`config.mk`:
```
export PLATFORM = sky130hd
export DESIGN_NAME = spi_pio_reader
export DESIGN_NICKNAME = d
export VERILOG_FILES = /design/src/rtl/spi_pio_reader.sv
export SDC_FILE = /design/constraint.sdc
export NUM_CORES = 1
export LEC_CHECK = 0
export BUFFER_PORTS_ARGS = -buffer_cell sky130_fd_sc_hd__buf_2
export CORE_MARGIN = 5
export CORE_UTILIZATION = 60
export CTS_BUF_LIST = sky130_fd_sc_hd__clkbuf_2 sky130_fd_sc_hd__clkbuf_4 sky130_fd_sc_hd__clkbuf_8
export DETAILED_ROUTE_END_ITERATION = 6
export PLACE_DENSITY = 0.87
export SETUP_SLACK_MARGIN = 0.15
export SYNTH_ARGS = -nofsm -noshare
export SYNTH_HDL_FRONTEND = slang
export SYNTH_SLANG_ARGS = --single-unit
```
`constraint.sdc`:
```
create_clock -name clk -period 5.55 [get_ports clk]
set_input_delay 0.8325 -clock clk [delete_from_list [all_inputs] [get_ports clk]]
set_output_delay 0.8325 -clock clk [all_outputs]
set_load 0.02 [all_outputs]
```
`src/rtl/spi_pio_reader.sv`:
```
module spi_pio_reader #(
  parameter int DUMMY_CLKS = 8
) (
  input  logic        clk,
  input  logic        rst_n,
  input  logic        cfg_we,
  input  logic [2:0]  cfg_sel,
  input  logic [7:0]  cfg_wdata,
  input  logic        go,
  output logic        busy,
  output logic        done,
  output logic [7:0]  rd_byte,
  output logic [31:0] cur_addr,
  output logic        sf_sck,
  output logic        sf_cs_n,
  output logic [3:0]  sf_io_o,
  output logic [3:0]  sf_io_oe,
  input  logic [3:0]  sf_io_i
);
  localparam int CW = 6;
  localparam logic [CW-1:0] DUM_N = CW'(DUMMY_CLKS);

  typedef enum logic [1:0] {S_IDLE, S_HDR, S_DUMMY, S_DATA} st_t;
  st_t st;

  logic [31:0] ptr;
  logic        m_dual, m_quad, m_wide, fast_q;
  logic [7:0]  op_std, op_quad;
  logic [39:0] tx;
  logic [CW-1:0] cnt;
  logic [7:0]  rx, rd_q;
  logic        sck_q, cs_q, done_q;

  wire use_quad   = m_quad;
  wire use_dual   = m_dual & ~m_quad;
  wire need_dummy = (fast_q | m_dual | m_quad) && (DUMMY_CLKS != 0);
  wire [CW-1:0] hdr_clks  = m_wide ? CW'(40) : CW'(32);
  wire [CW-1:0] data_clks = use_quad ? CW'(2) : use_dual ? CW'(4) : CW'(8);
  wire [7:0] opc = use_quad ? op_quad : op_std;
  wire [7:0] rx_next = use_quad ? {rx[3:0], sf_io_i[3:0]} :
                       use_dual ? {rx[5:0], sf_io_i[1:0]} :
                                  {rx[6:0], sf_io_i[1]};
  wire [31:0] ptr_inc = m_wide ? ptr + 32'd1 : {ptr[31:24], ptr[23:0] + 24'd1};
  wire last = (cnt == CW'(1));

  always_ff @(posedge clk or negedge rst_n) begin
    if (!rst_n) begin
      st <= S_IDLE;
      ptr <= '0;
      m_dual <= 1'b0;
      m_quad <= 1'b0;
      m_wide <= 1'b0;
      fast_q <= 1'b0;
      op_std <= '0;
      op_quad <= '0;
      tx <= '0;
      cnt <= '0;
      rx <= '0;
      rd_q <= '0;
      sck_q <= 1'b0;
      cs_q <= 1'b1;
      done_q <= 1'b0;
    end else begin
      done_q <= 1'b0;
      if (st == S_IDLE) begin
        sck_q <= 1'b0;
        if (cfg_we) begin
          case (cfg_sel)
            3'd0: ptr[7:0]   <= cfg_wdata;
            3'd1: ptr[15:8]  <= cfg_wdata;
            3'd2: ptr[23:16] <= cfg_wdata;
            3'd3: ptr[31:24] <= cfg_wdata;
            3'd4: begin
              m_dual <= cfg_wdata[0];
              m_quad <= cfg_wdata[2];
              m_wide <= cfg_wdata[4];
            end
            3'd5: fast_q <= cfg_wdata[0];
            3'd6: op_std <= cfg_wdata;
            default: op_quad <= cfg_wdata;
          endcase
        end else if (go) begin
          cs_q <= 1'b0;
          st <= S_HDR;
          cnt <= hdr_clks;
          tx <= m_wide ? {opc, ptr} : {opc, ptr[23:0], 8'h00};
        end
      end else begin
        sck_q <= ~sck_q;
        if (sck_q) begin
          cnt <= cnt - CW'(1);
          if (st == S_HDR) tx <= {tx[38:0], 1'b0};
          if (st == S_DATA) rx <= rx_next;
          if (last) begin
            case (st)
              S_HDR: begin
                if (need_dummy) begin
                  st <= S_DUMMY;
                  cnt <= DUM_N;
                end else begin
                  st <= S_DATA;
                  cnt <= data_clks;
                end
              end
              S_DUMMY: begin
                st <= S_DATA;
                cnt <= data_clks;
              end
              default: begin
                st <= S_IDLE;
                cs_q <= 1'b1;
                rd_q <= rx_next;
                ptr <= ptr_inc;
                done_q <= 1'b1;
              end
            endcase
          end
        end
      end
    end
  end

  assign busy     = (st != S_IDLE);
  assign done     = done_q;
  assign rd_byte  = rd_q;
  assign cur_addr = ptr;
  assign sf_sck   = sck_q;
  assign sf_cs_n  = cs_q;
  assign sf_io_o  = {3'b000, tx[39]};
  assign sf_io_oe = {3'b000, st == S_HDR};
endmodule

```
# --- Yosys cells after proc, flatten, opt, wreduce, memory -nomap -nowiden ---
# Index checks and enable logic that the tools add are counted.
# W data, S select, Z words.
word_totals:
  output_inout_bits: 52
  reg_bits: 118
  elab_cells: 117
  inputBits: 19
classes:
  muxes: 47
  addsub: 3
  bitwise_logic: 8
  n_eq_ne: 18
  reduce_logical: 23
ops:
  columns: ["operator", "n"]
  rows:
  - ["$mux W32", 7]
  - ["$mux W40", 5]
  - ["$mux W8", 7]
  - ["$add A32 B1 Y32 const B", 1]
  - ["$mux W6", 5]
  - ["$add A24 B1 Y24 const B", 1]
  - ["$reduce_and A5 Y1", 4]
  - ["$reduce_and A3 Y1", 6]
  - ["$mux W4", 4]
  - ["$mux W1", 12]
  - ["$pmux W6 S2", 1]
  - ["$reduce_and A4 Y1", 3]
  - ["$mux W2", 5]
  - ["$ne A2 B1 Y1 const B", 5]
  - ["$reduce_bool A2 Y1", 5]
  - ["$eq A3 B3 Y1 const B", 3]
  - ["$reduce_or A7 Y1", 1]
  - ["$eq A3 B2 Y1 const B", 2]
  - ["$eq A6 B1 Y1 const B", 1]
  - ["$ne A2 B2 Y1 const B", 3]
  - ["$reduce_and A6 Y1", 1]
  - ["$sub A6 B1 Y6 const B", 1]
  - ["$not A1 Y1", 5]
  - ["$eq A2 B2 Y1 const B", 2]
  - ["other kinds (8)", 9]

# --- Depth between registers and ports, before layout ---
# Gate-level depths: netlist of the first run.
depth:
  word_depth: 9
  ltp_mapped: 10
  mapped_depth_nobuf: 7

# --- Worst setup path before layout of the first run ---
# No wires, ideal clock.
synth_path:
  path_kind: "flip-flop to output port"
  startpoint: "reg st[0]"
  endpoint: "out busy"
  required_time_ps: 4718
  t_arrival_ps: 1585
  path_stages_with_launch: 7
  slack_ps: 3132
  path_buffers: 3
  cell_sequence: "dfrtp_1 > inv_1 > ha_1 > buf_2 > inv_2 > clkbuf_1 > clkbuf_1"
synth_via:
  elab_chain_len: 1
synth_lines:
  columns: ["element", "line_no", "text"]
  rows:
  - ["from (decl)", "24", "st_t st;"]
  - ["from (signal assigned)", "48", "st <= S_IDLE;"]
  - ["from (signal assigned)", "84", "st <= S_HDR;"]
  - ["from (signal assigned)", "98", "st <= S_DUMMY;"]
  - ["$reduce_bool A2 Y1", "123", "assign busy = (st != S_IDLE);"]
  - ["to (decl)", "10", "output logic busy,"]
# Every way passes these cells.

# --- Worst setup path after layout of the first run ---
# Ends and elaborated chain as after synthesis.

==> results.yml, run 1 <==
run_status:
  status: "finished clean"
floorplan:
  die_w_um: 114
  std_cell_rows: 38
  coreArea_um2: 10700
  die_y_um: 114
  io_pins: 71
  die-area_um2: 13100
  initial_utilization_pct: 60.9
timing:
  fin_setup_tns_ns: 0
  fmax_ghz: 0.261
  worstMarginPinSlew_ns: 1.10
  final-max-slew-violation-count: 0
  finalSetupViolCount: 0
  relSlewSlack_pct: 25.8
  grt_setup_unrepaired: "false"
  finalCriticalPeriod_ns: 3.83
  hold_viol: 0
  hold_ws_ns: 0.475
  skew_ns: 0.0141
  min_period_over_period_pct: 69.0
grt:
  grt_use_total_pct: 27.7
  grt_pass1_vias: 5670
  grt_overflow: 0
  antenna_found_initial: 0
  grt_max_degree: 81
  grt_pass1_wl_um: 28500
placement:
  dp_hpwl_um: 11500
  dpl.cell_count: 874
  gp_congestion: 0.900
  port_buffers: 64
routing:
  viasPerCell: 6.45
  vias: 5839
  ant_nets: 0
  drc_errors: 0
  first_pass_iters: 7
  drt_iter0_markers: 619
  wirelength_um: 17300
  drt-wirelength-per-cell_um: 19.1
setup_path:
  setup.worst_path.start: "st[0]"
  timing.rr.start: "st[0]"
  crit_fanout: 68
  crit_required_ns: 4.72
  critPathKind: "flip-flop to output pin"
  startpoint_type: "flip-flop"
  critPathCaptureType: "output pin"
  crit_arrival_ns: 2.99
yosys:
  synth_area_leaders: "dfrtp_1 (45%), mux2i_1 (6.7%), o21ai_0 (5.7%), a21oi_1 (5.0%), nand2_1 (5.0%)"
  synth-edff-count: 0
  syn_avg_cell_area_um2: 9.09
  yosysTopAreaCell: "dfrtp_1"
  yosysTopAreaCellShare_pct: 44.8
  synth.distinct_cells: 65
  netlist_area_um2: 6540
  synth_cells: 720
  synthFlopType: "dfrtp_1"
  ys_seq_area_share_pct: 45.2
  synthArstFlopShare_pct: 100
  yosysWarnings: 0
  ys_ff_latch: 118
cells_and_area:
  syn_to_final_growth_pct: 11.8
  nFillCells: 812
  fin_cells: 905
  antenna_cells: 0
  nets: 779
  drive_above_1_share_pct: 18.3
clocking:
  cts_setup_buffers: 0
  clock_path_buffers: 2
  clk_latency_ns: 0.46
  clock-sinks: 118
  path_clk_slew_ns: 0.07
  cts_made_buffers: 17
  hold_buffers: 0
  cts-root-buf: "clkbuf_8"
  cts.repair.resized: 0
  htree_levels: 4
  cts_tree: "done"
flow_run:
  drv_cap: 0
power_and_ir_drop:
  ir_drop_uv: 239
  p_leak_nw: 3.12
  p_total_mw: 1.87
  powerDensity_nw_per_um2: 255
hold_path:
  hp-class: "flip-flop to flip-flop"
  worstHoldStart: "tx[39]"
-- final timing paths --
check	endpoint	slack (ns)	depth (start not counted)
min in group asynchronous	rx[3]	0.48	1
hold reg to reg	tx[39]	0.47	2
setup reg to reg	cur_addr[26]	1.88	7
setup / recovery	busy	1.72	4
hold / removal	tx[39]	0.47	2
max in group asynchronous	tx[29]	3.83	2
-- cell families after synthesis --
family | after synthesis | synth area share [%]
simple gates | 246 | 18.9
compound gates | 208 | 18.9
flops | 118 | 45.2
buf+inv | 73 | 4.95
mux | 66 | 10.5
fa+ha+maj | 7 | 1.34
other cells | 1 | 0.0573
xor+xnor | 1 | 0.134
-- Yosys cell counts, types with 3 or more instances --
library cell	instances
a211o_1	3
a211oi_1	4
a21o_1	4
a21oi_1	66
a31oi_1	9
and2_1	7
and3_1	16
and4_1	4
buf_1	3
buf_2	12
buf_4	9
clkbuf_1	35
dfrtp_1	117
ha_1	7
inv_1	12
mux2_2	22
mux2i_1	44
nand2_1	88
nand2b_1	3
nand3_1	15
nand3_2	3
nand4_1	13
nor2_1	55
nor3_1	10
nor4_1	9
o211ai_1	8
o21ai_0	74
o221ai_1	3
o22ai_1	7
o31a_1	4
o31ai_1	5
or3_1	4
or4_1	4
-- state kept, by name, summed over array words and instances, names as in the netlist --
register	count
sf_sck	1
sf_cs_n	1
m_quad	1
done	1
st	2
cur_addr	32
rd_byte	8
cnt	6
m_wide	1
rx	7
tx	40
op_quad	8
fast_q	1
m_dual	1
op_std	8
-- area by class of cell --
class | count | area (um^2) | area share (%)
Timing Repair Buffer | 69 | 360 | 4.92
Multi-Input combinational cell | 534 | 3300 | 45.1
Clock buffer | 22 | 284 | 3.88
Inverter | 13 | 48.8 | 0.667
Sequential cell | 118 | 2950 | 40.4
Clock inverter | 9 | 198 | 2.70
Tap cell | 140 | 175 | 2.39
-- through the flow --
| stage | cell area [um^2] | utilization, % | setup slack (ns) |
|---|---|---|---|
| after detailed placement | 6840 | 63.6 | 2.00 |
| after CTS | 7320 | 68.1 | 1.77 |
| final | 7320 | 68.1 | 1.72 |
| after global placement | 6840 | 63.6 | 2.16 |
| after global routing | 7320 | 68.1 | 1.48 |
| after floorplan | 6560 | - | 3.13 |
-- routing by layer --
metal | global-route usage [%] | up-vias | routed length (um)
li1 | - | 2671 | -
met1 | 36.5 | 2835 | 7080
met2 | 43.2 | 287 | 8300
met3 | 7.72 | 46 | 1460
met4 | 12.0 | 0 | 435
met5 | 0 | - | 0
-- critical path, cell delays in order (launching register included) --
cell and delay, ns:
dfrtp_1 0.41, inv_1 0.12, ha_2 0.88, inv_2 0.70, buf_2 0.37
-- power breakdown --
group	switching [mW]	internal, mW
registers	0.00225	0.862
logic	0.0333	0.00770
clock network	0.347	0.615
-- cells in the final DEF, fill, tap and decap left out, types with 7 or more instances in the layout --
cell type	count
dfrtp_1	117
nor2_1	55
and3_1	16
buf_2	63
nand3_1	15
o211ai_1	8
inv_1	12
mux2i_1	44
clkbuf_8	19
o22ai_1	7
nor3_1	10
and2_1	7
o21ai_0	74
a31oi_1	9
mux2_2	22
a21oi_1	66
nor4_1	9
nand4_1	13
nand2_1	88
Note: power is estimated with default switching activity, not from simulation.
==> run 2, diff against run 1 <==
==> constraint.sdc (replaced) <==
create_clock -name clk -period 4 [get_ports clk]
set_input_delay 0.6 -clock clk [delete_from_list [all_inputs] [get_ports clk]]
set_output_delay 0.6 -clock clk [all_outputs]
set_load 0.02 [all_outputs]
==> run 2 against run 1 <==
Sequential share of layout area hardly changed. Critical path type is now flip-flop to flip-flop. Via count increased by 0.17%. Sequential power grew 39%. Flip-flop and latch count unchanged. Global-route usage shrank 0.31 points.
==> results.yml, run 2 (synthesis results as in run 1) <==
cells_and_area:
  top_register: "tx"
  final_cell_mix: "dfrtp_1 (117), nand2_1 (88), o21ai_0 (74), a21oi_1 (66), buf_2 (63)"
  drive_above_1_share_pct: 18.7
  nets: 783
  multi_input_area_um2: 3300
  syn_to_final_growth_pct: 11.7
  antenna_cells: 0
  nFillCells: 835
  largest_reg_flops: 40
  regArea_um2: 2950
  final_common_cell: "dfrtp_1"
setup_path:
  regToRegSetupSlack_ns: 1.06
  critPathCaptureType: "flip-flop"
  max_stage_delay_ns: 0.47
  path_buf_inv: 3
  crit_fanout: 51
  cp_cell_sequence: "inv_1, ha_2, buf_4, inv_2, nor3_1, o221ai_2, mux2i_1, a311o_1"
  crit_required_ns: 4.34
  startpoint_type: "flip-flop"
  critPathKind: "flip-flop to flip-flop"
  cp_slowest_cell: "buf_4"
  critPathTopFamily: "buffers and inverters"
  crit_arrival_ns: 3.28
power_and_ir_drop:
  ir_drop_uv: 211
  powerDensity_nw_per_um2: 340
  p_leak_nw: 3.12
grt:
  grt_pass1_wl_um: 28400
  met1_usage_pct: 36.9
  antenna_found_initial: 0
  use_met3_pct: 7.03
  grt_pass1_vias: 5674
  grt_max_degree: 58
  grt_util_met2_pct: 41.8
  busiest_layer: "met2"
  grt_overflow: 0
  grt_use_total_pct: 27.4
placement:
  pre_cts_slack_ns: 1.16
  gp_congestion: 0.917
  dp_hpwl_um: 11800
  port_buffers: 64
timing:
  min_period_over_period_pct: 73.5
  finalCriticalPeriod_ns: 2.94
  fmax_ghz: 0.340
  finalSetupViolCount: 0
  hold_viol: 0
  worstMarginPinSlew_ns: 1.01
  fin_setup_tns_ns: 0
  grt_setup_unrepaired: "false"
  relSlewSlack_pct: 32.9
  layout_setup_ws_ns: 1.06
  skew_ns: 0.0108
  final-max-slew-violation-count: 0
clocking:
  cts_setup_buffers: 0
  clock-sinks: 118
  clock_path_buffers: 2
  cts_tree: "done"
  hold_buffers: 0
  path_clk_slew_ns: 0.07
  htree_levels: 4
  clk_latency_ns: 0.45
  cts.repair.resized: 0
  cts_made_buffers: 17
  cts-root-buf: "clkbuf_8"
floorplan:
  die-area_um2: 13100
  die_w_um: 114
  die_y_um: 114
  std_cell_rows: 38
  io_pins: 71
  initial_utilization_pct: 60.9
  coreArea_um2: 10700
routing:
  wirelength_um: 17200
  ant_nets: 0
  drt_iter0_markers: 898
  viasPerCell: 6.43
  drc_errors: 0
  drt-wirelength-per-cell_um: 18.9
  vias: 5849
  first_pass_iters: 6
flow_run:
  drv_cap: 0
hold_path:
  hp-class: "input pin to asynchronous set/reset pin"
run_status:
  status: "finished clean"
[run 2: metrics by stage]
step,util [%],cells,area (um^2),hold WS (ns),total power [mW]
floorplan,-,725,6560,0.304,1.24
global placement,63.9,878,6870,0.455,1.28
detailed placement,63.9,878,6870,0.466,1.28
CTS,68.0,909,7310,0.225,2.49
global route,68.0,909,7310,0.256,2.54
finish,68.0,909,7310,0.204,2.48
[run 2: area by class of cell]
type                    count  area share [%]
multi-input cells         534            45.1
flip-flops and latches    118            40.4
repair buffers             73            5.34
clock buffers              22            4.06
well taps                 140            2.40
clock inverters             9            2.02
inverters                  13           0.668
[run 2: where the power goes]
| part | switching, mW | internal (mW) | leakage (nW) |
|---|---|---|---|
| sequential | 0.00314 | 1.20 | 1.47 |
| clock | 0.482 | 0.744 | 0.228 |
| combinational | 0.0474 | 0.0114 | 1.42 |
[run 2: final timing paths]
path	from	to	depth (start not counted)
setup / recovery	st[0]	cur_addr[26]	8
hold / removal	rst_n	rd_byte[7]	1
setup reg to reg	st[0]	cur_addr[26]	8
hold reg to reg	rd_byte[1]	rd_byte[1]	2
max in group asynchronous	rst_n	sf_cs_n	2
min in group clk	sf_io_i[3]	rx[3]	3
[run 2: routing by layer]
layer / routed length [um] / part of all wire (%)
met1: 7280 / 42
met4: 578 / 3.4
met2: 7890 / 46
met5: 0 / 0
met3: 1440 / 8.4
==> run 3, diff against run 2 <==
--- a/config.mk
+++ b/config.mk
@@ -5,6 +5,7 @@
 export SDC_FILE = /design/constraint.sdc
 export NUM_CORES = 1
 export LEC_CHECK = 0
+export ABC_AREA = 1
 export BUFFER_PORTS_ARGS = -buffer_cell sky130_fd_sc_hd__buf_2
 export CORE_MARGIN = 5
 export CORE_UTILIZATION = 60
==> constraint.sdc (replaced) <==
create_clock -name clk -period 2.9 [get_ports clk]
set_input_delay 0.435 -clock clk [delete_from_list [all_inputs] [get_ports clk]]
set_output_delay 0.435 -clock clk [all_outputs]
set_load 0.02 [all_outputs]
==> run 3 against run 2 <==
Die area rose by 2.5%. Critical path type unchanged. Wire length rose by 6.6%. Flip-flop and latch count unchanged. Global-route usage is 1.0 points higher.
==> results.yml, run 3 <==
run_status:
  status: "finished clean"
clocking:
  cts-root-buf: "clkbuf_8"
  cts_tree: "done"
  clock-sinks: 118
  clock_path_buffers: 2
  cts_made_buffers: 17
  htree_levels: 4
  path_clk_slew_ns: 0.07
  cts.repair.resized: 0
  clk_latency_ns: 0.44
yosys:
  synthFlopType: "dfrtp_1"
  synth-edff-count: 0
  ys_seq_area_share_pct: 43.9
  synth_most_common_cell: "nand2_1"
  ys_ff_latch: 118
  synth_cells: 952
  yosysTopAreaCellShare_pct: 43.5
  netlist_area_um2: 6720
  synthArstFlopShare_pct: 100
  yosysWarnings: 0
  syn_avg_cell_area_um2: 7.06
  yosysTopAreaCell: "dfrtp_1"
  synthTopCellsByCount: "nand2_1 (259), nor2_1 (162), dfrtp_1 (117)"
  synth.distinct_cells: 39
  synth_area_leaders: "dfrtp_1 (44%), nand2_1 (14%), nor2_1 (9.0%), o21ai_0 (7.2%), inv_1 (5.0%)"
routing:
  vias: 6669
  drc_errors: 0
  first_pass_iters: 5
  drt_iter0_markers: 839
  wirelength_um: 18300
  viasPerCell: 5.76
  ant_nets: 0
  drt-wirelength-per-cell_um: 15.8
timing:
  finalSetupViolCount: 0
  hold_ws_ns: 0.294
  skew_ns: 0.0137
  min_period_over_period_pct: 82.6
  final-max-slew-violation-count: 0
  fin_setup_tns_ns: 0
  grt_setup_unrepaired: "false"
  finalCriticalPeriod_ns: 2.40
  fmax_ghz: 0.418
  hold_viol: 0
  worstMarginPinSlew_ns: 0.820
  relSlewSlack_pct: 45.1
floorplan:
  die_y_um: 116
  std_cell_rows: 38
  initial_utilization_pct: 61.5
  io_pins: 71
  die_w_um: 116
  die-area_um2: 13400
  coreArea_um2: 10900
cells_and_area:
  final_common_cell: "nand2_1"
  top_register: "tx"
  antenna_cells: 0
  final_cell_mix: "nand2_1 (259), nor2_1 (162), dfrtp_1 (117), o21ai_0 (97), inv_1 (89)"
  nets: 1031
  drive_above_1_share_pct: 11.6
  syn_to_final_growth_pct: 11.9
  largest_reg_flops: 40
grt:
  grt_pass1_vias: 6286
  grt_use_total_pct: 28.4
  antenna_found_initial: 0
  grt_max_degree: 73
  grt_pass1_wl_um: 30300
  grt_overflow: 0
setup_path:
  max_stage_delay_ns: 0.44
  r2r-end: "tx[19]"
  worstRegToRegCells: 10
  startpoint_type: "flip-flop"
  critPathTopFamily: "buffers and inverters"
  critPathCaptureType: "flip-flop"
  crit_required_ns: 3.25
  crit_fanout: 56
  cp_slowest_cell: "buf_4"
  path_buf_inv: 3
  regToRegSetupSlack_ns: 0.50
  timing.rr.start: "st[0]"
  cp_cell_sequence: "inv_1, ha_1, buf_4, nand2_2, o21a_1, nand2_2, a21oi_4, buf_4, nor2_1, a31oi_1"
  crit_arrival_ns: 2.74
  critPathKind: "flip-flop to flip-flop"
hold_path:
  hold_depth: 3
  worstHoldStart: "cfg_wdata[5]"
  hp-class: "input pin to flip-flop"
  worst_hold_path.endpoint: "op_quad[5]"
power_and_ir_drop:
  power.switching_uw: 723
  ir_drop_uv: 580
  p_clk_share_pct: 49.0
  p_int_mw: 2.64
  p_total_mw: 3.36
  powerDensity_nw_per_um2: 447
  combPwrFrac_pct: 2.1
  p_leak_nw: 3.84
  power_frac_seq_pct: 48.9
  switching_share_pct: 21.5
flow_run:
  drv_cap: 0
placement:
  port_buffers: 64
  dp_hpwl_um: 13000
  gp_congestion: 1.03
-- run 3: what timing repair did --
item,in CTS,in global routing
hold buffers,1,0
buffers inserted,0,0
hold endpoints to repair,8,0
-- run 3: routing by layer --
| metal | GRT usage [%] | wire length [um] | up-vias |
|---|---|---|---|
| met4 | 11.0 | 602 | 0 |
| met3 | 8.67 | 1840 | 55 |
| met2 | 44.3 | 8500 | 379 |
| met5 | 0 | 0 | - |
| met1 | 37.5 | 7380 | 3054 |
| li1 | - | - | 3181 |
-- run 3: how the worst max path moves through the flow --
stage / startpoint / endpoint / slack (ns) / depth (start not counted)
after floorplan: st[0] / busy / 1.11 / 6
after global placement: st[0] / cur_addr[20] / 0.70 / 10
after detailed placement: st[1] / tx[19] / 0.59 / 10
after CTS: st[0] / tx[19] / 0.55 / 10
after global routing: st[1] / tx[27] / 0.28 / 10
final: st[0] / tx[19] / 0.50 / 10
-- run 3: power by group through the flow --
stage                     sequential, mW  combinational [mW]  clock [mW]
after floorplan                     1.68              0.0199           0
after global placement              1.68              0.0710           0
after detailed placement            1.68              0.0715           0
after CTS                           1.65              0.0726        1.65
after global routing                1.64              0.0813        1.73
final                               1.65              0.0714        1.65
-- run 3: cell type report --
class	instances	area [um^2]
fillers	950	3410
well taps	140	175
flip-flops and latches	118	2950
inverters	93	350
clock buffers	25	319
repair buffers	72	398
clock inverters	7	120
multi-input cells	703	3210
-- run 3: stage by stage --
step	instance area (um^2)	std cells	utilization, %	setup WS, ns
finish	7520	1158	68.8	0.505
global route	7520	1158	68.8	0.279
floorplan	6740	957	-	1.11
CTS	7520	1158	68.8	0.553
detailed placement	7080	1125	64.7	0.590
global placement	7080	1125	64.7	0.704
-- run 3: tightest hold or removal path, cell delays in order --
cell and delay, ns:
buf_2 0.12, inv_1 0.06, o21ai_0 0.07
-- run 3: cell families after synthesis --
group	Yosys count	synth area share, %
buffers and inverters	136	8.63
AO/OA/AOI/OAI	206	17.2
other	1	0.0558
XOR/XNOR	3	0.391
adder cells (fa/ha/maj)	7	1.30
flip-flops	118	43.9
AND/OR/NAND/NOR	481	28.5
